<file path="src/rtl/lcd_seq_pkg.sv">
package lcd_seq_pkg;

  typedef enum logic [2:0] {
    ST_PSET,   // status read: select lines settle
    ST_PHI,    // status read: strobe high
    ST_PLO,    // status read: strobe low
    ST_WSET,   // write: select lines and data settle
    ST_WHI,    // write: strobe high
    ST_WLO,    // write: strobe low, data held
    ST_IDLE    // waiting for upstream
  } seq_st_t;

  localparam int BOOT_LEN = 4;

  // Start-up command list: function set, display control, entry mode, clear.
  function automatic logic [7:0] boot_cmd(input logic [1:0] idx);
    case (idx)
      2'd0:    return 8'h38;
      2'd1:    return 8'h0F;
      2'd2:    return 8'h06;
      default: return 8'h01;
    endcase
  endfunction

  // Only the top data bit carries the busy flag.
  function automatic logic busy_bit(input logic [7:0] db);
    return db[7];
  endfunction

endpackage

</file>
<file path="src/rtl/lcd_phase_timer.sv">
module lcd_phase_timer #(
  parameter int CW = 4
) (
  input  logic          clk,
  input  logic          rst_n,
  input  logic          restart,
  input  logic [CW-1:0] len,
  output logic          done
);
  logic [CW-1:0] cnt_q;

  always_ff @(posedge clk or negedge rst_n) begin
    if (!rst_n)       cnt_q <= '0;
    else if (restart) cnt_q <= '0;
    else if (!done)   cnt_q <= cnt_q + CW'(1);
  end

  assign done = (cnt_q == len - CW'(1));
endmodule

</file>
<file path="src/rtl/lcd_boot_list.sv">
module lcd_boot_list
  import lcd_seq_pkg::*;
#(
  parameter int IW = 3
) (
  input  logic [IW-1:0] idx,
  output logic [7:0]    cmd,
  output logic          finished
);
  assign cmd      = boot_cmd(idx[1:0]);
  assign finished = (int'(idx) >= BOOT_LEN);
endmodule

</file>
<file path="src/rtl/lcd_bus_drive.sv">
module lcd_bus_drive
  import lcd_seq_pkg::*;
(
  input  seq_st_t    st,
  input  logic       rs_hold,
  input  logic [7:0] byte_hold,
  output logic       lcd_rs,
  output logic       lcd_rw,
  output logic       lcd_e,
  output logic [7:0] lcd_db_out,
  output logic       lcd_db_oe
);
  logic wr_phase;

  assign wr_phase   = (st == ST_WSET) || (st == ST_WHI) || (st == ST_WLO);
  assign lcd_rs     = wr_phase ? rs_hold : 1'b0;
  assign lcd_rw     = !wr_phase;
  assign lcd_db_oe  = wr_phase;
  assign lcd_db_out = wr_phase ? byte_hold : 8'h00;
  assign lcd_e      = (st == ST_PHI) || (st == ST_WHI);
endmodule

</file>
<file path="src/rtl/lcd_seq.sv">
module lcd_seq
  import lcd_seq_pkg::*;
#(
  parameter int E_HIGH_CYC = 4,
  parameter int E_LOW_CYC  = 4
) (
  input  logic       clk,
  input  logic       rst_n,
  input  logic       in_valid,
  input  logic       in_is_char,
  input  logic [7:0] in_byte,
  output logic       in_ready,
  output logic       lcd_rs,
  output logic       lcd_rw,
  output logic       lcd_e,
  output logic [7:0] lcd_db_out,
  output logic       lcd_db_oe,
  input  logic [7:0] lcd_db_in
);
  localparam int PH_MAX = (E_HIGH_CYC > E_LOW_CYC) ? E_HIGH_CYC : E_LOW_CYC;
  localparam int CW     = $clog2(PH_MAX + 1);
  localparam int IW     = $clog2(BOOT_LEN + 1);

  seq_st_t       st_q, st_n;
  logic [7:0]    byte_q;
  logic          rs_q;
  logic          busy_q;
  logic [IW-1:0] boot_idx_q;
  logic [CW-1:0] ph_len;
  logic          ph_done;
  logic [7:0]    boot_byte;
  logic          boot_end;

  // Named events, also used by the checker
  logic accept;
  logic poll_clear;
  logic write_fall;

  assign in_ready   = (st_q == ST_IDLE);
  assign accept     = in_ready && in_valid;
  assign poll_clear = (st_q == ST_PLO) && ph_done && !busy_q;
  assign write_fall = (st_q == ST_WHI) && ph_done;

  always_comb begin
    case (st_q)
      ST_PHI, ST_WHI: ph_len = CW'(E_HIGH_CYC);
      ST_PLO, ST_WLO: ph_len = CW'(E_LOW_CYC);
      default:        ph_len = CW'(1);
    endcase
  end

  lcd_phase_timer #(.CW(CW)) u_timer (
    .clk     (clk),
    .rst_n   (rst_n),
    .restart (st_n != st_q),
    .len     (ph_len),
    .done    (ph_done)
  );

  lcd_boot_list #(.IW(IW)) u_boot (
    .idx      (boot_idx_q),
    .cmd      (boot_byte),
    .finished (boot_end)
  );

  always_comb begin
    st_n = st_q;
    case (st_q)
      ST_PSET: st_n = ST_PHI;
      ST_PHI:  if (ph_done) st_n = ST_PLO;
      ST_PLO: begin
        if (ph_done) begin
          if (busy_q)        st_n = ST_PSET;
          else if (boot_end) st_n = ST_IDLE;
          else               st_n = ST_WSET;
        end
      end
      ST_WSET: st_n = ST_WHI;
      ST_WHI:  if (ph_done) st_n = ST_WLO;
      ST_WLO:  if (ph_done) st_n = ST_PSET;
      ST_IDLE: if (in_valid) st_n = ST_WSET;
      default: st_n = ST_PSET;
    endcase
  end

  always_ff @(posedge clk or negedge rst_n) begin
    if (!rst_n) begin
      st_q       <= ST_PSET;
      byte_q     <= 8'h00;
      rs_q       <= 1'b0;
      busy_q     <= 1'b0;
      boot_idx_q <= '0;
    end else begin
      st_q <= st_n;
      if (st_q == ST_PHI && ph_done)
        busy_q <= busy_bit(lcd_db_in);
      if (poll_clear && !boot_end) begin
        byte_q     <= boot_byte;
        rs_q       <= 1'b0;
        boot_idx_q <= boot_idx_q + IW'(1);
      end
      if (accept) begin
        byte_q <= in_byte;
        rs_q   <= in_is_char;
      end
    end
  end

  lcd_bus_drive u_drive (
    .st         (st_q),
    .rs_hold    (rs_q),
    .byte_hold  (byte_q),
    .lcd_rs     (lcd_rs),
    .lcd_rw     (lcd_rw),
    .lcd_e      (lcd_e),
    .lcd_db_out (lcd_db_out),
    .lcd_db_oe  (lcd_db_oe)
  );
endmodule

</file>
<file path="config.mk">
export PLATFORM = sky130hd
export DESIGN_NAME = lcd_seq
export DESIGN_NICKNAME = d
export VERILOG_FILES = /design/src/rtl/lcd_seq_pkg.sv /design/src/rtl/lcd_phase_timer.sv /design/src/rtl/lcd_boot_list.sv /design/src/rtl/lcd_bus_drive.sv /design/src/rtl/lcd_seq.sv
export SDC_FILE = /design/constraint.sdc
export NUM_CORES = 1
export LEC_CHECK = 0
export BUFFER_PORTS_ARGS = -buffer_cell sky130_fd_sc_hd__buf_2
export CAP_MARGIN = 20
export CORE_UTILIZATION = 55
export DETAILED_ROUTE_END_ITERATION = 16
export HOLD_SLACK_MARGIN = 0.03
export PLACE_DENSITY_LB_ADDON = 0.05
export SYNTH_ARGS = -nofsm -noshare
export SYNTH_HDL_FRONTEND = slang
export SYNTH_SLANG_ARGS = --single-unit
export TNS_END_PERCENT = 30
</file>
<file path="constraint.sdc">
create_clock -name clk -period 3.4 [get_ports clk]
set_clock_uncertainty 0.1 [all_clocks]
set_input_delay 1.02 -clock clk [delete_from_list [all_inputs] [get_ports clk]]
set_output_delay 1.02 -clock clk [all_outputs]
set_load 0.02 [all_outputs]
</file>
==> flow_summary.yaml <==
place:
  io_buffers: 25
  pre_cts_ws_ns: 0.644
  gp_congestion: 0.800
  dp_hpwl_mm: 1.73
job:
  cap_violations: 0
yosys:
  synth_warnings: 0
  synth_cell_type_count: 43
  synth_top_family_by_area: "simple AND/OR/NAND/NOR gates"
  synth-xor-area-share_pct: 0.714
  ys_ff_latch: 19
  synthCells: 123
  synth_compound_area_share_pct: 20.3
  async_reset_ff_share_pct: 100
  syn-num-nets: 147
  synth-edff-count: 0
  synth-simple-area-share_pct: 25.8
  synth_fa_ha_area_share_pct: 4.08
  syn_avg_cell_area_um2: 9.98
  syn_area_mm2: 0.00123
  synth-main-ff-cell: "dfrtp_1"
  yosysSeqAreaShare_pct: 38.7
  muxShareOfSynthArea_pct: 4.18
status:
  status: "completed"
worst_setup_path:
  slowest_delay_ns: 0.77
  crit_required_ns: 2.28
  crit_chain: "mux2i_1 -> buf_2"
  path_max_fanout: 13
  path_class: "flop to output port"
  critPathCaptureType: "output port"
  crit_arrival_ns: 1.98
  cp_slowest_cell: "mux2i_1"
  r2r-start: "st_q[1]"
  cp-start-kind: "flop"
  cp-startpoint: "st_q[1]"
sta:
  worstMarginPinSlew_ns: 0.856
  setup_viol: 0
  rsz0062_at_grt: "false"
  max_slew_margin_pct: 41.3
  finalCriticalPeriod_ns: 3.10
  drv_slew: 0
  hold_violations: 0
  setup_ws_ns: 0.299
  setup_tns_ns: 0
  fmax_mhz: 323
  fin_crit_sh_pct: 91.2
clocking:
  cts.sinks: 19
  worst_skew_pair.late_latency_ns: 0.31
  cts_buffers: 3
  postCtsSetupBuffers: 0
  path_clk_slew_ns: 0.12
  cts_root_buf: "clkbuf_4"
  cts_tree: "yes"
  ctsHoldBuffers: 0
  htreeDepth: 1
  clk_path_buf_depth: 2
  postCtsResizedCells: 0
floorplanning:
  io_pins: 33
  initial_core_util_pct: 60.7
  die_y_um: 49.2
  rows: 16
  core_mm2: 0.00202
  chipWidth_um: 49.2
  die-area_mm2: 0.00242
drt:
  drtIter0Drc: 32
  dr.pass1.iters: 4
  via_per_inst: 5.72
  drc_errors: 0
  wirelength_mm: 2.41
  vias: 984
  wire_per_inst_um: 14.0
  final_antenna_net_count: 0
min_path:
  min_from: "byte_q[6]"
  hp-class: "flop to flop"
grt:
  grt_max_degree: 20
  grt_pass1_wl_mm: 4.26
  grt_use_total_pct: 23.1
  grt_overflow: 0
  antenna_found_initial: 0
  grt_pass1_vias: 956
power_and_ir_drop:
  peakVddDrop_mv: 0.444
  pwr_density_cell_mw_per_mm2: 755
  p_leak_nw: 0.641
finish:
  drive_gt1_share_pct: 28.3
  synthToLayoutAreaGrowth_pct: 11.4
  fin_nets: 170
  n_antenna_cell: 0
layout by cell type (no fill, tap or decap), types with 4 or more instances in the layout:
| cell | instances |
|---|---|
| buf_2 | 25 |
| dfrtp_1 | 19 |
| ha_1 | 4 |
| nand2_1 | 11 |
| nand2b_1 | 4 |
| inv_1 | 6 |
| a21oi_1 | 5 |
| mux2i_1 | 4 |
| nor2_1 | 4 |
| o21ai_0 | 10 |
| nor2b_1 | 10 |
state kept, by name, indices dropped and copies added (netlist names):
register	count
boot_idx_q	3
u_timer.cnt_q	3
rs_q	1
st_q	3
byte_q	8
busy_q	1
path summary, 6_finish.rpt:
kind / endpoint / slack, ns / depth (start not counted)
worst max-delay path: lcd_rw / 0.30 / 2
worst min-delay path: byte_q[6] / 0.41 / 1
max in group asynchronous: boot_idx_q[0] / 2.37 / 1
worst max register to register: u_timer.cnt_q[0] / 1.48 / 4
min in group asynchronous: u_timer.cnt_q[2] / 0.53 / 1
worst min register to register: byte_q[6] / 0.41 / 1
synth_stat cells, types with 2 or more instances:
cell type	number	area share, %
buf_4	2	1.2
a21oi_1	5	2.0
nand4b_1	2	1.4
o21ai_0	10	4.1
clkbuf_1	3	0.92
a21boi_0	2	1.2
dfrtp_1	19	39
nor3_1	2	0.82
or3_1	2	1.0
nand2b_1	4	2.0
nand2_1	11	3.4
a22o_1	3	2.1
buf_6	2	1.8
o31ai_1	2	1.2
ha_1	4	4.1
nand3_1	2	0.82
nor2_1	4	1.2
inv_1	6	1.8
a21o_1	2	1.2
mux2i_1	4	3.3
nor2b_1	10	5.1
power breakdown:
| group | internal (W) | switching (W) | total [W] |
|---|---|---|---|
| Sequential | 0.000296 | 0.0000845 | 0.000381 |
| Combinational | 0.000232 | 0.000299 | 0.000531 |
| Clock | 0.0000440 | 0.0000769 | 0.000121 |
metrics by stage:
| step | total power, W | utilization, % | instance area (µm²) | instances | hold slack, ns |
|---|---|---|---|---|---|
| 2_1_floorplan | 0.000792 | - | 1230 | 123 | 0.358 |
| 3_3_place_gp | 0.000895 | 66.3 | 1340 | 168 | 0.375 |
| 3_5_place_dp | 0.000914 | 66.3 | 1340 | 168 | 0.376 |
| 4_1_cts | 0.00104 | 67.6 | 1370 | 172 | 0.409 |
| 5_1_grt | 0.00112 | 67.6 | 1370 | 172 | 0.437 |
| 6_report | 0.00103 | 67.6 | 1370 | 172 | 0.406 |
cells by family (layout without fill, tap and decap cells):
family / after synthesis / in the layout
AOI/OAI and AO/OA: 32 / 32
adders and majority gates: 4 / 4
xor gates and xnor gates: 1 / 1
and+or+nand+nor: 48 / 48
DFF: 19 / 19
buffers and inverters: 14 / 36
muxes: 5 / 5
final cells by class:
cell class | instances | area [µm²]
clock buffer | 3 | 22.5
sequential | 19 | 475
tap | 27 | 33.8
clock inverter | 1 | 5.00
inverter | 6 | 22.5
timing repair buffer | 26 | 133
multi-input combinational | 90 | 676
fill | 163 | 654
critical path, delay by kind of cell (launching register included):
family / cells / cell delay [ns]
buffers and inverters: 1 / 0.30
flip-flops: 1 / 0.59
multiplexers: 1 / 0.77
per-layer routing:
layer	wire (µm)	vias up	share of wire (%)	GRT usage (%)
li1	-	482	-	-
met1	1070	471	45	29.8
met2	1200	28	50	38.1
met3	104	3	4.3	4.36
met4	25	0	1.0	8.33
met5	0	-	0	0
Power figures use the tool's default switching activity.
